## config.mk

```make
export PLATFORM = sky130hd
export DESIGN_NAME = victim_buffer
export DESIGN_NICKNAME = d
export VERILOG_FILES = /design/src/rtl/vb_pkg.sv /design/src/rtl/vb_cam.sv /design/src/rtl/vb_lsb_pick.sv /design/src/rtl/vb_order.sv /design/src/rtl/victim_buffer.sv
export SDC_FILE = /design/constraint.sdc
export NUM_CORES = 2
export LEC_CHECK = 0
export ABC_AREA = 1
export BUFFER_PORTS_ARGS = -buffer_cell sky130_fd_sc_hd__buf_2
export CAP_MARGIN = 40
export CELL_PAD_IN_SITES_DETAIL_PLACEMENT = 0
export CELL_PAD_IN_SITES_GLOBAL_PLACEMENT = 1
export CORE_MARGIN = 2
export CORE_UTILIZATION = 45
export DETAILED_ROUTE_END_ITERATION = 8
export MAX_ROUTING_LAYER = met4
export PLACE_DENSITY = 0.92
export RECOVER_POWER = 25
export SETUP_SLACK_MARGIN = 0.4
export SLEW_MARGIN = 10
export SYNTH_ARGS = -nofsm -noshare
export SYNTH_HDL_FRONTEND = slang
export SYNTH_SLANG_ARGS = --single-unit
```

## constraint.sdc

```tcl
create_clock -name clk -period 5.15 [get_ports clk]
set_input_delay 1.545 -clock clk [delete_from_list [all_inputs] [get_ports clk]]
set_output_delay 1.545 -clock clk [all_outputs]
set_load 0.02 [all_outputs]
```

## src/rtl/vb_pkg.sv

```systemverilog
package vb_pkg;

   // action taken on the entry array in one cycle
   typedef enum logic [2:0] {
      ACT_NONE,
      ACT_FREE,
      ACT_SWAP,
      ACT_UPDATE,
      ACT_ALLOC
   } vb_act_e;

   localparam int unsigned VB_MIN_ENTRIES = 4;
   localparam int unsigned VB_MAX_ENTRIES = 16;

endpackage

```

## src/rtl/vb_cam.sv

```systemverilog
// Parallel comparator: one equality test per entry, all in the same cycle.
module vb_cam #(
   parameter int unsigned N     = 8,
   parameter int unsigned KEY_W = 22
) (
   input  logic [N-1:0][KEY_W-1:0] keys,
   input  logic [N-1:0]            live,
   input  logic [KEY_W-1:0]        probe,
   output logic [N-1:0]            match
);

   for (genvar g = 0; g < N; g++) begin : g_cmp
      assign match[g] = live[g] && (keys[g] == probe);
   end

endmodule

```

## src/rtl/vb_lsb_pick.sv

```systemverilog
// Returns the index of the lowest set bit of a vector.
module vb_lsb_pick #(
   parameter int unsigned N     = 8,
   parameter int unsigned IDX_W = 3
) (
   input  logic [N-1:0]     vec,
   output logic [IDX_W-1:0] idx,
   output logic             any
);

   always_comb begin
      idx = '0;
      any = |vec;
      for (int i = N - 1; i >= 0; i--) begin
         if (vec[i]) idx = IDX_W'(i);
      end
   end

endmodule

```

## src/rtl/vb_order.sv

```systemverilog
// Allocation order tracker. Each live entry carries a rank: 0 is the newest,
// and the live ranks always form 0..count-1, so a full array has exactly one
// entry of rank N-1, which is the oldest.
module vb_order #(
   parameter int unsigned N     = 8,
   parameter int unsigned IDX_W = 3
) (
   input  logic             clk,
   input  logic             rst_n,
   input  logic [N-1:0]     live,
   input  logic             mark_en,
   input  logic [IDX_W-1:0] mark_idx,
   input  logic             mark_was_live,
   input  logic             drop_en,
   input  logic [IDX_W-1:0] drop_idx,
   output logic [IDX_W-1:0] oldest_idx
);

   logic [N-1:0][IDX_W-1:0] rank_q;
   logic [N-1:0]            top_vec;

   always_ff @(posedge clk or negedge rst_n) begin
      if (!rst_n) begin
         rank_q <= '0;
      end else begin
         for (int j = 0; j < N; j++) begin
            if (mark_en) begin
               if (IDX_W'(j) == mark_idx)
                  rank_q[j] <= '0;
               else if (live[j] && (!mark_was_live || rank_q[j] < rank_q[mark_idx]))
                  rank_q[j] <= rank_q[j] + 1'b1;
            end else if (drop_en) begin
               if (live[j] && IDX_W'(j) != drop_idx && rank_q[j] > rank_q[drop_idx])
                  rank_q[j] <= rank_q[j] - 1'b1;
            end
         end
      end
   end

   always_comb begin
      oldest_idx = '0;
      for (int j = 0; j < N; j++) begin
         top_vec[j] = live[j] && (rank_q[j] == IDX_W'(N - 1));
      end
      for (int j = N - 1; j >= 0; j--) begin
         if (top_vec[j]) oldest_idx = IDX_W'(j);
      end
   end

   // a full array must name exactly one oldest entry
   assert_single_oldest_R8: assert property (@(posedge clk) disable iff (!rst_n)
      (&live) |-> ($countones(top_vec) == 1))
      else $error("full store without a unique oldest entry");

endmodule

```

## src/rtl/victim_buffer.sv

```systemverilog
module victim_buffer #(
   parameter int unsigned ADDR_W  = 24,
   parameter int unsigned OFFS_W  = 2,
   parameter int unsigned LINE_W  = 32,
   parameter int unsigned ENTRIES = 8
) (
   input  logic              clk,
   input  logic              rst_n,
   input  logic              ins_valid,
   input  logic [ADDR_W-1:0] ins_addr,
   input  logic [LINE_W-1:0] ins_data,
   input  logic              ins_dirty,
   input  logic              lk_valid,
   input  logic [ADDR_W-1:0] lk_addr,
   output logic              rsp_valid,
   output logic              rsp_hit,
   output logic [LINE_W-1:0] rsp_data,
   output logic              rsp_dirty,
   output logic              fwd_valid,
   output logic [ADDR_W-1:0] fwd_addr,
   output logic              wb_valid,
   output logic [ADDR_W-1:0] wb_addr,
   output logic [LINE_W-1:0] wb_data
);
   import vb_pkg::*;

   localparam int unsigned TAG_W = ADDR_W - OFFS_W;
   localparam int unsigned IDX_W = $clog2(ENTRIES);

   if (ENTRIES < VB_MIN_ENTRIES || ENTRIES > VB_MAX_ENTRIES) begin : g_bad_entries
      $error("ENTRIES must lie between 4 and 16");
   end
   if (OFFS_W < 1 || OFFS_W >= ADDR_W) begin : g_bad_offset
      $error("OFFS_W must be at least 1 and below ADDR_W");
   end

   // entry array
   logic [ENTRIES-1:0]             valid_q;
   logic [ENTRIES-1:0]             dirty_q;
   logic [ENTRIES-1:0][TAG_W-1:0]  tag_q;
   logic [ENTRIES-1:0][LINE_W-1:0] data_q;

   logic [TAG_W-1:0]   lk_tag, ins_tag;
   logic [ENTRIES-1:0] lk_vec, ins_vec;
   logic [IDX_W-1:0]   hit_idx, ins_idx, free_idx, oldest_idx, tgt_idx;
   logic               lk_any, ins_any, free_any;
   logic               lk_hit, ins_match, full;
   vb_act_e            act;
   logic               unused_lowbits;

   assign lk_tag  = lk_addr[ADDR_W-1:OFFS_W];
   assign ins_tag = ins_addr[ADDR_W-1:OFFS_W];
   assign unused_lowbits = ^{lk_addr[OFFS_W-1:0], ins_addr[OFFS_W-1:0], free_any};

   vb_cam #(.N(ENTRIES), .KEY_W(TAG_W)) u_cam_lk (
      .keys(tag_q), .live(valid_q), .probe(lk_tag), .match(lk_vec));

   vb_cam #(.N(ENTRIES), .KEY_W(TAG_W)) u_cam_ins (
      .keys(tag_q), .live(valid_q), .probe(ins_tag), .match(ins_vec));

   vb_lsb_pick #(.N(ENTRIES), .IDX_W(IDX_W)) u_pick_hit (
      .vec(lk_vec), .idx(hit_idx), .any(lk_any));

   vb_lsb_pick #(.N(ENTRIES), .IDX_W(IDX_W)) u_pick_ins (
      .vec(ins_vec), .idx(ins_idx), .any(ins_any));

   vb_lsb_pick #(.N(ENTRIES), .IDX_W(IDX_W)) u_pick_free (
      .vec(~valid_q), .idx(free_idx), .any(free_any));

   assign lk_hit    = lk_valid && lk_any;
   assign ins_match = ins_valid && ins_any;
   assign full      = &valid_q;

   always_comb begin
      if (lk_hit && ins_valid)  act = ACT_SWAP;
      else if (lk_hit)          act = ACT_FREE;
      else if (ins_match)       act = ACT_UPDATE;
      else if (ins_valid)       act = ACT_ALLOC;
      else                      act = ACT_NONE;
      if (act == ACT_SWAP)      tgt_idx = hit_idx;
      else if (full)            tgt_idx = oldest_idx;
      else                      tgt_idx = free_idx;
   end

   vb_order #(.N(ENTRIES), .IDX_W(IDX_W)) u_order (
      .clk           (clk),
      .rst_n         (rst_n),
      .live          (valid_q),
      .mark_en       (act == ACT_SWAP || act == ACT_ALLOC),
      .mark_idx      (tgt_idx),
      .mark_was_live (act == ACT_SWAP || full),
      .drop_en       (act == ACT_FREE),
      .drop_idx      (hit_idx),
      .oldest_idx    (oldest_idx)
   );

   always_ff @(posedge clk or negedge rst_n) begin
      if (!rst_n) begin
         valid_q <= '0;
         dirty_q <= '0;
         tag_q   <= '0;
         data_q  <= '0;
      end else begin
         unique case (act)
            ACT_FREE: valid_q[hit_idx] <= 1'b0;
            ACT_SWAP, ACT_ALLOC: begin
               valid_q[tgt_idx] <= 1'b1;
               tag_q[tgt_idx]   <= ins_tag;
               data_q[tgt_idx]  <= ins_data;
               dirty_q[tgt_idx] <= ins_dirty;
            end
            ACT_UPDATE: begin
               data_q[ins_idx]  <= ins_data;
               dirty_q[ins_idx] <= dirty_q[ins_idx] | ins_dirty;
            end
            default: ;
         endcase
      end
   end

   // registered response, forward and write-back channels
   always_ff @(posedge clk or negedge rst_n) begin
      if (!rst_n) begin
         rsp_valid <= 1'b0;
         rsp_hit   <= 1'b0;
         rsp_data  <= '0;
         rsp_dirty <= 1'b0;
         fwd_valid <= 1'b0;
         fwd_addr  <= '0;
         wb_valid  <= 1'b0;
         wb_addr   <= '0;
         wb_data   <= '0;
      end else begin
         rsp_valid <= lk_valid;
         rsp_hit   <= lk_hit;
         rsp_data  <= lk_hit ? data_q[hit_idx] : '0;
         rsp_dirty <= lk_hit && dirty_q[hit_idx];
         fwd_valid <= lk_valid && !lk_hit;
         fwd_addr  <= {lk_tag, {OFFS_W{1'b0}}};
         wb_valid  <= (act == ACT_ALLOC) && full && dirty_q[oldest_idx];
         wb_addr   <= {tag_q[oldest_idx], {OFFS_W{1'b0}}};
         wb_data   <= data_q[oldest_idx];
      end
   end

   assert_resp_follows_R2: assert property (@(posedge clk) disable iff (!rst_n)
      lk_valid |=> rsp_valid)
      else $error("lookup without response");

   assert_hit_no_forward_R2: assert property (@(posedge clk) disable iff (!rst_n)
      rsp_hit |-> (rsp_valid && !fwd_valid))
      else $error("hit also forwarded");

   assert_miss_forwards_R3: assert property (@(posedge clk) disable iff (!rst_n)
      (lk_valid && !lk_hit) |=>
         (fwd_valid && !rsp_hit && fwd_addr[ADDR_W-1:OFFS_W] == $past(lk_addr[ADDR_W-1:OFFS_W])))
      else $error("miss not forwarded correctly");

   assert_free_shrinks_R5: assert property (@(posedge clk) disable iff (!rst_n)
      (lk_hit && !ins_valid) |=> ($countones(valid_q) == $past($countones(valid_q)) - 1))
      else $error("hit entry not released");

   assert_swap_keeps_count_R6: assert property (@(posedge clk) disable iff (!rst_n)
      (lk_hit && ins_valid) |=> ($countones(valid_q) == $past($countones(valid_q))))
      else $error("swap changed the number of held lines");

   assert_wb_needs_full_R9: assert property (@(posedge clk) disable iff (!rst_n)
      wb_valid |-> ($past(full) && $past(ins_valid)))
      else $error("write-back without a full-store insert");

   always @(posedge clk) begin
      if (rst_n) begin
         for (int i = 0; i < ENTRIES; i++) begin
            for (int j = i + 1; j < ENTRIES; j++) begin
               assert_unique_tags_R11: assert (!(valid_q[i] && valid_q[j] && tag_q[i] == tag_q[j]))
                  else $error("block held twice");
            end
         end
      end
   end

endmodule

```

; ---- Yosys cells after proc, flatten, opt, wreduce, memory -nomap -nowiden
; Index checks and enable logic that the tools add are counted.
[word_totals]
reg_bits = 585
latchBits = 0
mem_bits_rw = 0
mem_bits_ro = 0
output_inout_bits = 117
n_memories = 0
[classes]
addsub = 16
mul = 0
div = 0
order_cmp = 23
eq_ne = 50
shift = 0
mux = 115
n_bitwise = 5
reduce_logical = 95
[op_table]
columns = op, n
row1 = $bwmux W256, 2
row2 = $pmux W256 S2, 1
row3 = $eq A22 B22 Y1, 16
row4 = $mux W3, 80
row5 = $bmux W32 S3, 2
row6 = $demux W32 S3, 2
row7 = $bwmux W176, 1
row8 = $mux W32, 5
row9 = $bmux W22 S3, 1
row10 = $demux W22 S3, 1
row11 = $logic_and A1 B1 Y1, 58
row12 = $mux W22, 2
row13 = $pmux W8 S2, 2
row14 = $eq A3 B3 Y1 const B, 9
row15 = $add A3 B1 Y3 const B, 8
row16 = $gt A3 B3 Y1, 8
row17 = $lt A3 B3 Y1, 8
row18 = $ne A3 B3 Y1 const B, 8
row19 = $reduce_and A3 Y1, 8
row20 = $sub A3 B1 Y3 const B, 8
row21 = $reduce_bool A2 Y1, 11
row22 = $bmux W3 S3, 2
row23 = $bwmux W8, 2
row24 = $lt A3 B4 Y1 const B, 4
row25 = other kinds (23), 55

; ---- Logic depth before layout (Yosys ltp)
[depth]
word_depth = 20
depth_mapped = 35
mapped_depth_nobuf = 33

; ---- Cells and area by module
; A second synthesis with hierarchy kept.
[unflattened]
hier_cells = 5494
area_unflattened_um2 = 37153.1
[modules_own_cells]
columns = module, instances, cells_each, area_per_inst_um2, seq_area_each_um2
row1 = victim_buffer, 1, 3354, 27057.2, 14038.5
row2 = vb_cam, 2, 787, 3220.6, 0.0
row3 = vb_order, 1, 500, 3358.2, 600.6
row4 = vb_lsb_pick, 3, 22, 98.8, 0.0

; ---- Worst setup path after synthesis
; OpenSTA, ideal clock, no wires.
[synth_timing]
path_kind = input to register
start = in lk_addr[10]
end = reg u_order.rank_q[17] (netlist bit)
t_arrival_ns = 4.930
required_time_ns = 5.033
path_slack_ns = 0.103
cell_stages = 29
path_cell_list = buf_2 > inv_2 > nand2_1 > nand2_1 > nor2_1 > nand2_1 > nor2_1 > nand3_1 > nand2_1 > inv_1 > nand2_1 > nand2_1 > nand2_1 > clkbuf_1 > a21oi_1 > clkbuf_1 > a221oi_1 > o221ai_1 > nand2_1 > inv_1 > ha_1 > inv_1 > nor2_1 > o21a_1 > o21ai_0 > o21ai_0 > nand2_2 > nand2_1 > nand2_1
[synth_between]
elab_chain_cells = 18
word_cells_on_any_way = 54
[synth_lines]
columns = item, line_no
row1 = from (decl), victim_buffer.sv:14  ; input logic [ADDR_W-1:0] lk_addr,
row2 = $eq A22 B22 Y1, vb_cam.sv:13  ; assign match[g] = live[g] && (keys[g] == probe);
row3 = $logic_and A1 B1 Y1, vb_cam.sv:13
row4 = $mux W3 (8 in a row), vb_lsb_pick.sv:15  ; if (vec[i]) idx = IDX_W'(i);
row5 = $mux W3, victim_buffer.sv:80  ; if (act == ACT_SWAP) tgt_idx = hit_idx;
row6 = $bmux W3 S3, vb_order.sv:30  ; else if (live[j] && (!mark_was_live || rank_q[j] < rank_q[mark_idx]))
row7 = $mux W3 (implied by the code), vb_order.sv:30
row8 = $lt A3 B3 Y1, vb_order.sv:30
row9 = $logic_or A1 B1 Y1, vb_order.sv:30
row10 = $logic_and A1 B1 Y1, vb_order.sv:30
row11 = $ne A3 B3 Y1 (no source line), -
row12 = $reduce_and A3 Y1 (no source line), -
row13 = "to (signal, indexed assignment)", vb_order.sv:31  ; rank_q[j] <= rank_q[j] + 1'b1;
row14 = "to (signal, indexed assignment)", vb_order.sv:34  ; rank_q[j] <= rank_q[j] - 1'b1;
row15 = to (decl), vb_order.sv:19  ; logic [N-1:0][IDX_W-1:0] rank_q;
; Several ways; a longest one is shown, not always the timed one. The select of a mux whose other input is x is not followed.
; A chain may end at the register's enable or synchronous reset.

; ---- Worst setup path in the final report
[layout_timing]
start = in lk_addr[23]
end = reg data_q[184] (netlist bit)
[layout_between]
elab_chain_cells = 17
word_cells_on_any_way = 42
[layout_lines]
columns = item, line_no
row1 = $eq A22 B22 Y1, vb_cam.sv:13
row2 = $logic_and A1 B1 Y1, vb_cam.sv:13
row3 = $mux W3 (8 in a row), vb_lsb_pick.sv:15
row4 = $mux W3, victim_buffer.sv:80
row5 = $lt A3 B4 Y1 (implied by the code) / $ge A3 B1 Y1 (equally long branches), victim_buffer.sv:109  ; data_q[tgt_idx] <= ins_data;
row6 = $logic_and A1 B1 Y1 (implied by the code), victim_buffer.sv:109
row7 = $mux W32 (implied by the code), victim_buffer.sv:109
row8 = $demux W32 S3, victim_buffer.sv:109
row9 = $bwmux W256, victim_buffer.sv:109
row10 = $pmux W256 S2, victim_buffer.sv:104  ; unique case (act)
row11 = "to (signal, indexed assignment)", victim_buffer.sv:109
row12 = "to (signal, indexed assignment)", victim_buffer.sv:113  ; data_q[ins_idx] <= ins_data;
row13 = to (decl), victim_buffer.sv:41  ; logic [ENTRIES-1:0][LINE_W-1:0] data_q;
; Several ways; a longest one is shown, not always the timed one.

==> impl_metrics.csv <==
group,metric,value,unit
status,run_status,"complete, but fails checks",
status,violations,"capacitance limit, slew limit",
routing,route.vias.total,40400,
timing,fmax,209,MHz
routing,ant_nets,0,
cells_and_area,final_cell_mix,"nand2_1 (1,317), o21ai_0 (611), dfrtp_1 (585)",
timing,finClkSkew,33.7,ps
clocking,cts_buffer_depth,3,
power,power_density,623,nW/um^2
worst_hold_path,hold_path_class,"flip-flop to flip-flop",
grt,antenna_found_initial,8,
yosys,syn-mean-instance-area,7.21,um^2
yosys,ys_warn_count,0,
placement,io_buffers,193,
worst_setup_path,required,5660,ps
timing,rsz0062_at_grt,"yes",
grt,grt_max_degree,238,
clocking,cts_root_buf,"clkbuf_16",
floorplan,fp.dieH,287,um
floorplan,dieArea,82300,um^2
grt,grt_first_pass_wirelength,257000,um
cells_and_area,layout_commonest_cell,"nand2_1",
grt,grt_usage,0.441,
worst_setup_path,endpoint_kind,"flip-flop",
yosys,synth_cell_types,60,
floorplan,rows,103,
power,ir_drop,642,uV
cells_and_area,stdcell_count,6697,
placement,dpl.cell_count,6543,
worst_setup_path,cp_data_arrival_time,5300,ps
cells_and_area,area_delta_synth_final,26.8,%
cells_and_area,nets,5728,
clocking,htreeDepth,3,
timing,whs,485,ps
clocking,cts.reportedPaths.clkPinSlew,60,ps
routing,totalWireLength,179000,um
timing,fin_crit_sh,0.930,
timing,slew_headroom,-0.883,
placement,place.gp.congestion,1.09,
yosys,yosysSeqAreaShare,0.407,
yosys,synth_edf_count,0,
grt,grt_pass1_vias,38000,
placement,dp_hpwl,134000,um
timing,setup_viol,0,
routing,drc,0,
worst_setup_path,crit_fanout,65,
yosys,ys_async_sr_fraction,1.00,
worst_setup_path,startpoint_type,"input pin",
floorplan,die_x,287,um
routing,detail_route.wl_per_cell,26.8,um
cells_and_area,drive_above_1_share,0.207,
timing,hold_violations,0,
floorplan,io_pins,202,
clocking,cts.sinks,585,
routing,dr.pass1.iters,6,
timing,slew_viol_final,79,
floorplan,core_area,79100,um^2
yosys,ys_ff_latch,585,
timing,tightest_slew,2830,ps
clocking,clock_latency,660,ps
clocking,ctsHoldBuffers,0,
routing,via_per_inst,6.04,
run,drv_cap,1,
clocking,cts_buffers,72,
yosys,syn-cell-area,36000,um^2
timing,fin_crit,4790,ps
worst_setup_path,worstSetupPathType,"input pin to flip-flop",
floorplan,initial_utilization,0.455,
cells_and_area,nFillCells,7532,
yosys,netlist_instances,4997,
routing,drt_iter0_drc,5100,
grt,grt.overflow.total,0,
power,p_leak,0.0221,uW
clocking,cts_tree,"yes",
yosys,ys.flop_type,"dfrtp_1",
==> metrics by stage <==
stage,total power (uW),worst slack [ps],setup TNS [ps],cell area (um^2),utilization
after floorplan,15700,404,0,36000,-
after global placement,21600,-434,-96840,42200,0.533
after detailed placement,21700,-443,-109780,42200,0.534
after CTS,27500,401,0,45100,0.570
after global routing,29900,120,0,45700,0.577
final,28400,359,0,45700,0.577
==> metal layers <==
metal  track usage  routed length, um
met1         0.564              70100
met2         0.654              78700
met3        0.0806              17900
met4         0.258              12500
met5             -                  0
==> timing repair <==
| action | in CTS | in global routing |
|---|---|---|
| buffers inserted | 7 | 13 |
| pin swaps | 6 | 70 |
| gates cloned | 0 | 0 |
| resized for setup | 40 | 163 |
| setup endpoints to repair | 175 | 213 |
==> path summary, 6_finish.rpt <==
| path | from | to | slack (ps) | cells after the start |
|---|---|---|---|---|
| setup reg to reg | tag_q[123]$_DFFE_PN0P_ | u_order.rank_q[15]$_DFFE_PN0P_ | 1020 | 29 |
| hold / removal | data_q[230]$_DFFE_PN0P_ | data_q[230]$_DFFE_PN0P_ | 490 | 2 |
| hold reg to reg | data_q[230]$_DFFE_PN0P_ | data_q[230]$_DFFE_PN0P_ | 490 | 2 |
| setup / recovery | lk_addr[23] | data_q[184]$_DFFE_PN0P_ | 360 | 25 |
| max in group asynchronous | rst_n | u_order.rank_q[0]$_DFFE_PN0P_ | 680 | 2 |
| min in group asynchronous | rst_n | tag_q[142]$_DFFE_PN0P_ | 1780 | 1 |
==> cell families after synthesis <==
| family | Yosys count | synth area share |
|---|---|---|
| flops | 585 | 0.407 |
| xor+xnor | 81 | 0.0197 |
| buf+inv | 804 | 0.0925 |
| compound gates | 1320 | 0.211 |
| other cells | 1 | 0.000104 |
| mux | 1 | 0.000313 |
| fa+ha+maj | 56 | 0.0195 |
| simple gates | 2149 | 0.250 |
==> critical path, stage by stage <==
cell and delay (ps):
clkbuf_1 240, buf_4 290, nand2_1 110, nand2_1 200, nor2_1 60, nand2_1 80, nor2_1 70, nand3_1 100
buf_6 140, nand2_4 60, nor2_4 190, o21ai_4 100, buf_4 210, buf_12 210, o21ai_4 230, inv_2 60
buf_4 160, buf_4 140, nor2_1 160, inv_2 80, o21ai_1 150, nand2_2 90, buf_12 180, nand2_1 160
o21ai_0 100
==> power breakdown <==
group | switching, uW | internal, uW | leakage [uW]
Combinational | 9580 | 5100 | 0.0137
Clock | 2310 | 3320 | 0.00127
Sequential | 1690 | 6430 | 0.00708
Total | 13600 | 14900 | 0.0221
==> cell usage after synthesis, types with 53 or more instances <==
cell type | count | share of area
inv_1 | 453 | 0.047
nor3_1 | 63 | 0.0088
nand3_1 | 134 | 0.019
a32oi_1 | 53 | 0.013
ha_1 | 56 | 0.019
nor4_1 | 60 | 0.010
nor2_1 | 345 | 0.036
o21ai_1 | 110 | 0.015
buf_2 | 72 | 0.010
nand4_1 | 87 | 0.015
o221ai_1 | 74 | 0.018
clkbuf_1 | 173 | 0.018
a21oi_1 | 271 | 0.038
nand2_1 | 1381 | 0.14
a221oi_1 | 55 | 0.013
o21ai_0 | 624 | 0.087
dfrtp_1 | 585 | 0.41
==> state kept, by name, indices dropped and copies added, names as in the netlist, 8 cells and up <==
signal          count
u_order.rank_q     24
wb_data            32
tag_q             176
valid_q             8
fwd_addr           22
data_q            256
dirty_q             8
rsp_data           32
wb_addr            22
==> layout make-up <==
cell class	count	area, um^2	area share
Antenna cell	4	10.0	0.000219
Clock buffer	91	2050	0.0450
Clock inverter	39	562	0.0123
Inverter	494	1910	0.0418
Multi-Input combinational cell	3611	18700	0.410
Sequential cell	585	14600	0.321
Tap cell	1050	1310	0.0288
Timing Repair Buffer	823	6440	0.141
Note: power is estimated with default switching activity, not from simulation.
